## src/rtl/isp_pkg.sv

```systemverilog
`timescale 1ns/1ps
package isp_pkg;
  localparam int AW = 32;

  typedef enum logic [2:0] {K_BAD, K_READ, K_ID, K_PROG, K_ERASE, K_BULK, K_CKS} cmd_kind_e;
  typedef enum logic [1:0] {OP_READ = 2'd0, OP_PROG = 2'd1, OP_ERASE = 2'd2, OP_AUX = 2'd3} arr_op_e;

  localparam logic [2:0] SEL_CTRL = 3'd0;
  localparam logic [2:0] SEL_ADDR = 3'd1;
  localparam logic [2:0] SEL_DATA = 3'd2;
  localparam logic [2:0] SEL_CMD  = 3'd3;
  localparam logic [2:0] SEL_TRIG = 3'd4;
  localparam logic [2:0] SEL_STAT = 3'd5;

  function automatic cmd_kind_e kind_of(input logic [6:0] c);
    case (c)
      7'h00, 7'h40:        return K_READ;
      7'h04, 7'h0B, 7'h0C: return K_ID;
      7'h21, 7'h27, 7'h61: return K_PROG;
      7'h22:               return K_ERASE;
      7'h23, 7'h25:        return K_BULK;
      7'h2D:               return K_CKS;
      default:             return K_BAD;
    endcase
  endfunction

  // number of low address bits that must be zero
  function automatic int unsigned zero_bits(input logic [6:0] c);
    case (c)
      7'h00, 7'h21, 7'h27: return 2;
      7'h40, 7'h61:        return 3;
      7'h2D:               return 11;
      default:             return 0;
    endcase
  endfunction

  function automatic logic addr_aligned(input logic [6:0] c, input logic [AW-1:0] a);
    logic [AW-1:0] mask;
    mask = (AW'(1) << zero_bits(c)) - AW'(1);
    return (a & mask) == '0;
  endfunction

  function automatic arr_op_e op_of(input cmd_kind_e k);
    case (k)
      K_PROG:         return OP_PROG;
      K_ERASE, K_BULK: return OP_ERASE;
      K_CKS:          return OP_AUX;
      default:        return OP_READ;
    endcase
  endfunction
endpackage

```

## src/rtl/isp_checker.sv

```systemverilog
`timescale 1ns/1ps
module isp_checker
  import isp_pkg::*;
#(
  parameter int unsigned ARR_BYTES = 32'h4000,
  parameter int unsigned LDR_BASE  = 32'h3000,
  parameter int unsigned CFG_BASE  = 32'h3800
) (
  input  logic [6:0]    cmd,
  input  logic [AW-1:0] addr,
  input  logic          app_en,
  input  logic          ldr_en,
  input  logic          cfg_en,
  output logic          pass,
  output logic          is_load,
  output arr_op_e       op
);
  localparam logic [AW-1:0] LIM_END = AW'(ARR_BYTES);
  localparam logic [AW-1:0] LIM_LDR = AW'(LDR_BASE);
  localparam logic [AW-1:0] LIM_CFG = AW'(CFG_BASE);

  cmd_kind_e kind;
  logic code_ok, align_ok, range_ok, perm_ok;
  logic in_app, in_ldr, in_cfg;

  always_comb begin
    kind     = kind_of(cmd);
    code_ok  = (kind != K_BAD);
    align_ok = addr_aligned(cmd, addr);
    range_ok = (kind == K_ID) || (addr < LIM_END);
    in_app   = addr < LIM_LDR;
    in_ldr   = (addr >= LIM_LDR) && (addr < LIM_CFG);
    in_cfg   = (addr >= LIM_CFG) && (addr < LIM_END);
    case (kind)
      K_PROG, K_ERASE: perm_ok = (in_app & app_en) | (in_ldr & ldr_en) | (in_cfg & cfg_en);
      K_BULK:          perm_ok = in_app & app_en;
      default:         perm_ok = 1'b1;
    endcase
    pass    = code_ok & align_ok & range_ok & perm_ok;
    is_load = (kind == K_READ) || (kind == K_ID);
    op      = op_of(kind);
  end
endmodule

```

## src/rtl/isp_fsm.sv

```systemverilog
`timescale 1ns/1ps
module isp_fsm (
  input  logic clk,
  input  logic rst_n,
  input  logic start,
  input  logic pass,
  input  logic is_load,
  input  logic arr_done,
  output logic busy,
  output logic arr_req,
  output logic fail_evt,
  output logic done_evt,
  output logic load_evt
);
  typedef enum logic [1:0] {S_IDLE, S_CHECK, S_WAIT} st_e;
  st_e st;

  always_ff @(posedge clk or negedge rst_n) begin
    if (!rst_n) st <= S_IDLE;
    else begin
      case (st)
        S_IDLE:  if (start) st <= S_CHECK;
        S_CHECK: st <= pass ? S_WAIT : S_IDLE;
        S_WAIT:  if (arr_done) st <= S_IDLE;
        default: st <= S_IDLE;
      endcase
    end
  end

  assign busy     = (st != S_IDLE);
  assign arr_req  = (st == S_WAIT);
  assign fail_evt = (st == S_CHECK) && !pass;
  assign done_evt = arr_req && arr_done;
  assign load_evt = done_evt && is_load;


  no_handshake_on_fail_chk: assert property (@(posedge clk) disable iff (!rst_n)
    fail_evt |=> !arr_req && !busy);

  req_hold_chk: assert property (@(posedge clk) disable iff (!rst_n)
    arr_req && !arr_done |=> arr_req);

  start_busy_chk: assert property (@(posedge clk) disable iff (!rst_n)
    start |=> busy);
endmodule

```

## src/rtl/isp_regfile.sv

```systemverilog
`timescale 1ns/1ps
module isp_regfile
  import isp_pkg::*;
(
  input  logic          clk,
  input  logic          rst_n,
  input  logic          we,
  input  logic [2:0]    wsel,
  input  logic [AW-1:0] wdata,
  input  logic          busy,
  input  logic          fail_evt,
  input  logic          done_evt,
  input  logic          load_evt,
  input  logic [AW-1:0] load_val,
  output logic          start,
  output logic          app_en,
  output logic          ldr_en,
  output logic          cfg_en,
  output logic          int_en,
  output logic          fail_q,
  output logic          conf_q,
  output logic          int_q,
  output logic [AW-1:0] addr_q,
  output logic [AW-1:0] data_q,
  output logic [6:0]    cmd_q
);
  logic operand_sel, conflict_evt, accept, fail_clr, conf_clr, int_clr;

  assign operand_sel  = (wsel == SEL_ADDR) || (wsel == SEL_DATA) ||
                        (wsel == SEL_CMD)  || (wsel == SEL_TRIG);
  assign conflict_evt = we && busy && operand_sel;
  assign accept       = we && !conflict_evt;
  assign start        = accept && (wsel == SEL_TRIG) && wdata[0];
  assign fail_clr     = accept && (((wsel == SEL_CTRL) && wdata[3]) ||
                                   ((wsel == SEL_STAT) && wdata[1]));
  assign conf_clr     = accept && (wsel == SEL_STAT) && wdata[2];
  assign int_clr      = accept && (wsel == SEL_STAT) && wdata[3];

  always_ff @(posedge clk or negedge rst_n) begin
    if (!rst_n) begin
      {app_en, ldr_en, cfg_en, int_en} <= '0;
      {fail_q, conf_q, int_q}          <= '0;
      addr_q <= '0;
      data_q <= '0;
      cmd_q  <= '0;
    end else begin
      if (accept && wsel == SEL_CTRL) begin
        app_en <= wdata[0];
        ldr_en <= wdata[1];
        cfg_en <= wdata[2];
        int_en <= wdata[4];
      end
      if (accept && wsel == SEL_ADDR) addr_q <= wdata;
      if (accept && wsel == SEL_CMD)  cmd_q  <= wdata[6:0];
      if (load_evt)                       data_q <= load_val;
      else if (accept && wsel == SEL_DATA) data_q <= wdata;
      // set wins over write-1-to-clear
      if (fail_evt || conflict_evt) fail_q <= 1'b1;
      else if (fail_clr)            fail_q <= 1'b0;
      if (conflict_evt)   conf_q <= 1'b1;
      else if (conf_clr)  conf_q <= 1'b0;
      if (fail_evt || conflict_evt || done_evt) int_q <= 1'b1;
      else if (int_clr)                         int_q <= 1'b0;
    end
  end


  conflict_flags_chk: assert property (@(posedge clk) disable iff (!rst_n)
    conflict_evt |=> fail_q && conf_q && int_q);

  fail_sticky_chk: assert property (@(posedge clk) disable iff (!rst_n)
    fail_q && !fail_clr |=> fail_q);

  done_int_chk: assert property (@(posedge clk) disable iff (!rst_n)
    done_evt |=> int_q);

  addr_frozen_chk: assert property (@(posedge clk) disable iff (!rst_n)
    conflict_evt |=> $stable(addr_q) && $stable(cmd_q));
endmodule

```

## src/rtl/isp_flash_seq.sv

```systemverilog
`timescale 1ns/1ps
module isp_flash_seq
  import isp_pkg::*;
#(
  parameter int unsigned ARR_BYTES = 32'h4000,
  parameter int unsigned LDR_BASE  = 32'h3000,
  parameter int unsigned CFG_BASE  = 32'h3800
) (
  input  logic        clk,
  input  logic        rst_n,
  input  logic        reg_we,
  input  logic [2:0]  reg_wsel,
  input  logic [31:0] reg_wdata,
  input  logic [2:0]  reg_rsel,
  output logic [31:0] reg_rdata,
  output logic        arr_req,
  output logic [1:0]  arr_op,
  output logic [31:0] arr_addr,
  output logic [31:0] arr_wdata,
  input  logic        arr_done,
  input  logic [31:0] arr_rdata,
  output logic        irq
);
  logic start, busy, pass, is_load, fail_evt, done_evt, load_evt;
  logic app_en, ldr_en, cfg_en, int_en, fail_q, conf_q, int_q;
  logic [AW-1:0] addr_q, data_q;
  logic [6:0] cmd_q;
  arr_op_e op;

  isp_regfile u_regs (
    .clk(clk), .rst_n(rst_n), .we(reg_we), .wsel(reg_wsel), .wdata(reg_wdata),
    .busy(busy), .fail_evt(fail_evt), .done_evt(done_evt), .load_evt(load_evt),
    .load_val(arr_rdata), .start(start), .app_en(app_en), .ldr_en(ldr_en),
    .cfg_en(cfg_en), .int_en(int_en), .fail_q(fail_q), .conf_q(conf_q),
    .int_q(int_q), .addr_q(addr_q), .data_q(data_q), .cmd_q(cmd_q)
  );

  isp_checker #(.ARR_BYTES(ARR_BYTES), .LDR_BASE(LDR_BASE), .CFG_BASE(CFG_BASE)) u_chk (
    .cmd(cmd_q), .addr(addr_q), .app_en(app_en), .ldr_en(ldr_en), .cfg_en(cfg_en),
    .pass(pass), .is_load(is_load), .op(op)
  );

  isp_fsm u_fsm (
    .clk(clk), .rst_n(rst_n), .start(start), .pass(pass), .is_load(is_load),
    .arr_done(arr_done), .busy(busy), .arr_req(arr_req), .fail_evt(fail_evt),
    .done_evt(done_evt), .load_evt(load_evt)
  );

  assign arr_op    = op;
  assign arr_addr  = addr_q;
  assign arr_wdata = data_q;
  assign irq       = int_q & int_en;

  always_comb begin
    case (reg_rsel)
      SEL_CTRL: reg_rdata = {27'd0, int_en, fail_q, cfg_en, ldr_en, app_en};
      SEL_ADDR: reg_rdata = addr_q;
      SEL_DATA: reg_rdata = data_q;
      SEL_CMD:  reg_rdata = {25'd0, cmd_q};
      SEL_TRIG: reg_rdata = {31'd0, busy};
      SEL_STAT: reg_rdata = {28'd0, int_q, conf_q, fail_q, busy};
      default:  reg_rdata = '0;
    endcase
  end


  req_operands_stable_chk: assert property (@(posedge clk) disable iff (!rst_n)
    arr_req && !arr_done |=> $stable(arr_addr) && $stable(arr_op) && $stable(arr_wdata));

  irq_gate_chk: assert property (@(posedge clk) disable iff (!rst_n)
    irq |-> int_en);
endmodule

```

## config.mk

```make
export PLATFORM = sky130hd
export DESIGN_NAME = isp_flash_seq
export DESIGN_NICKNAME = d
export VERILOG_FILES = /design/src/rtl/isp_pkg.sv /design/src/rtl/isp_checker.sv /design/src/rtl/isp_fsm.sv /design/src/rtl/isp_regfile.sv /design/src/rtl/isp_flash_seq.sv
export SDC_FILE = /design/constraint.sdc
export NUM_CORES = 1
export LEC_CHECK = 0
export ABC_CLOCK_PERIOD_IN_PS = 3000
export BUFFER_PORTS_ARGS = -buffer_cell sky130_fd_sc_hd__buf_2
export CORE_AREA = 2 2 121 146
export DETAILED_ROUTE_END_ITERATION = 12
export DIE_AREA = 0 0 123 148
export MAX_ROUTING_LAYER = met4
export PLACE_DENSITY_LB_ADDON = 0.3
export SKIP_LAST_GASP = 1
export SLEW_MARGIN = 5
export SYNTH_ARGS = -nofsm -noshare
export SYNTH_HDL_FRONTEND = slang
export SYNTH_SLANG_ARGS = --single-unit
```

## constraint.sdc

```tcl
create_clock -name clk -period 3 [get_ports clk]
set_input_delay 0 -clock clk [delete_from_list [all_inputs] [get_ports clk]]
set_output_delay 0 -clock clk [all_outputs]
set_load 0.02 [all_outputs]
```

==> out/qor.yml <==
root_buffer: "clkbuf_16"
wl_um: 14900
met3_length_um: 745
grt_max_degree: 81
fin_crit_ns: 2.64
leakage_nw: 3.19
path_class: "reg2reg"
power_frac_clock_pct: 28.1
cts_setup_buffers: 0
cp-startpoint: "u_regs.cmd_q[1]"
worstSkewPairLatency_ns: 0.34
track_usage_pct: 17.1
vias_per_cell: 4.94
core_sq_mm: 0.0168
crit_chain: "or4_4, o32ai_4, nand4bb_4, mux2i_4, nor2_4, a21o_1"
rr_worst_depth: 6
hold_violations: 0
setup-violations-final: 0
switching_share_pct: 35.8
dpl.hpwl_um: 10600
cts_buffer_depth: 2
cts_sinks: 80
status: "complete, no violations"
drv_cap: 0
hp-class: "in2reg"
grt_pass1_vias: 4128
hold_buffers: 65
timing.rr.start: "u_regs.cmd_q[1]"
diodes: 0
synth_area_sq_mm: 0.00430
io_buffer_count: 173
timing.hold.ws_ns: 0.0161
syn_to_final_growth_pct: 46.3
drtPass1Iterations: 4
ios: 174
cts_max_level: 3
tns_ns: 0
met2_length_um: 7650
layout.nets: 675
p_sw_mw: 1.38
startpoint_type: "flop"
rsz0062_at_grt: "false"
grt_first_pass_wirelength_um: 23200
wl_per_cell_um: 18.1
fmax_ghz: 0.379
synth-warning-count: 0
synthCells: 369
dr.max_layer_used: "met4"
critPathMaxStageDelay_ns: 0.71
grt_overflow: 0
die_area_sq_mm: 0.0182
peakVddDrop_uv: 252
place_area_sq_mm: 0.00534
pwr-share-comb_pct: 30.8
synth_area_per_cell_sq_um: 11.6
drc_errors: 0
cts_tree: "built"
final_area_sq_mm: 0.00628
cpMaxStageDelayCell: "nor2_4"
skew_ns: 0.00903
crit_path_end: "u_regs.data_q[10]"
seq_power_share_pct: 41.1
max-slew-margin-rel_pct: 30.7
ant_nets: 0
p_per_area_mw_per_mm2: 614
reg2reg_to: "u_regs.data_q[10]"
cp-end-kind: "flop"
synth_edf_count: 0
ys_async_sr_fraction_pct: 100
report.final.slew_viol_count: 0
power_mw: 3.86
p_int_mw: 2.48
worst-slew-pin-transition_ns: 1.04
crit_arrival_ns: 2.91
clk_pin_slew_ns: 0.06
cp_data_required_time_ns: 3.27
start_util_pct: 25.6
row_count: 52
gp_congestion: 0.879
crit_cells: 6
synth_cell_type_count: 60
drive_above_1_share_pct: 39.8
critical-path-top-delay-family: "simple AND/OR/NAND/NOR gates"
yosys_most_used_dff: "dfrtp_1"
synthesis.nets: 444
ys_ff_latch: 80
ys_seq_area_share_pct: 46.6
ctsResizeCount: 0
wl_met1_um: 6280
die_x_um: 123
path_buf_inv: 0
num_vias: 4056
period_share_pct: 87.9
drt_iter0_markers: 181
r2r_slack_ns: 0.36
die_h_um: 148
cts_made_buffers: 9
critPathMaxFanout: 32
antenna_found_initial: 0
## state kept, by name (all words and copies together), names as in the netlist
signal	cells
u_regs.app_en	1
u_regs.data_q	32
u_regs.cfg_en	1
u_regs.cmd_q	7
u_regs.int_en	1
u_regs.ldr_en	1
u_fsm.st	2
u_regs.addr_q	32
u_regs.conf_q	1
u_regs.int_q	1
u_regs.fail_q	1
## layout make-up
class | count | area (sq um)
Clock buffer | 11 | 233
Clock inverter | 5 | 57.6
Fill cell | 1695 | 10500
Inverter | 8 | 30.0
Multi-Input combinational cell | 256 | 2120
Sequential cell | 80 | 2000
Tap cell | 216 | 270
Timing Repair Buffer | 245 | 1570
## routing by layer
| metal | global-route usage [%] | vias to the layer above |
|---|---|---|
| li1 | - | 1881 |
| met1 | 21.1 | 2022 |
| met2 | 28.7 | 135 |
| met3 | 2.93 | 18 |
| met4 | 4.43 | 0 |
| met5 | - | - |
## worst register-to-register path, stage by stage (launching register included)
cell	delay (ns)
dfrtp_1	0.53
or4_4	0.62
o32ai_4	0.18
nand4bb_4	0.23
mux2i_4	0.09
nor2_4	0.71
a21o_1	0.24
## worst min path at each step
stage | start | to | slack (ns) | depth (start not counted)
final | reg_wdata[0] | u_regs.addr_q[0] | 0.02 | 2
after global routing | reg_wdata[0] | u_regs.cmd_q[0] | 0.004 | 2
after CTS | reg_wdata[0] | u_regs.addr_q[0] | 0.004 | 2
after detailed placement | reg_wsel[0] | u_fsm.st[0] | 0.24 | 2
after global placement | reg_wdata[20] | u_regs.addr_q[20] | 0.23 | 2
after floorplan | rst_n | u_fsm.st[0] | -0.30 | 0
## synth_stat cells, drive strengths merged (2+ instances only)
library cell,number,area [sq um]
mux2i,4,52.6
mux2,45,507
xor2,2,17.5
or3b,2,17.5
nor3,5,25.0
nand2b,4,25.0
inv,8,30.0
o21ai,9,45.0
o22ai,6,37.5
or2,2,12.5
a31oi,2,12.5
nand2,15,56.3
and2,2,12.5
a221oi,2,17.5
nand4,3,25.0
nor2,13,56.3
nor3b,3,22.5
nand3,2,10.0
clkbuf,11,41.3
dfrtp,80,2000
nor4,7,43.8
and4,2,17.5
a21o,34,255
or4,2,18.8
a22oi,8,60.1
buf,14,118
a22o,57,499
a21oi,4,20.0
## cells by family (layout without fill, tap and decap cells)
kind of cell    count (synthesis)  in the layout  share of synthesized area (%)
other cells                     1              1                         0.0873
buf+inv                        33            269                           4.40
flops                          80             80                           46.6
xor+xnor                        3              3                          0.612
simple gates                   70             70                           9.90
compound gates                131            131                           24.6
fa+ha+maj                       1              1                          0.291
mux                            50             50                           13.5
## through the flow
stage | cells | utilization (%) | worst slack (ns)
floorplan | 369 | - | 0.911
global placement | 740 | 31.8 | 0.396
detailed placement | 740 | 31.8 | 0.328
CTS | 821 | 37.4 | 0.318
global route | 821 | 37.4 | 0.202
finish | 821 | 37.4 | 0.362
## power by group through the flow
stage | registers, mW | clock network (mW) | logic, mW
after floorplan | 1.72 | 0 | 0.532
after global placement | 1.59 | 0 | 1.12
after detailed placement | 1.60 | 0 | 1.13
final | 1.58 | 1.08 | 1.19
after CTS | 1.58 | 1.12 | 1.20
after global routing | 1.62 | 1.17 | 1.28
## cells in the final DEF (no fill, tap or decap), types with 6 or more instances in the layout
cell	instances
inv_1	8
a22o_1	57
mux2_2	34
dlygate4sd3_1	65
clkbuf_16	9
nand2_1	15
buf_2	172
nor4_1	6
dfrtp_1	80
o21ai_0	8
nor2_1	11
mux2_1	11
a22oi_1	8
a21o_1	34
buf_4	8
o22ai_1	6
Power figures use the tool's default switching activity.
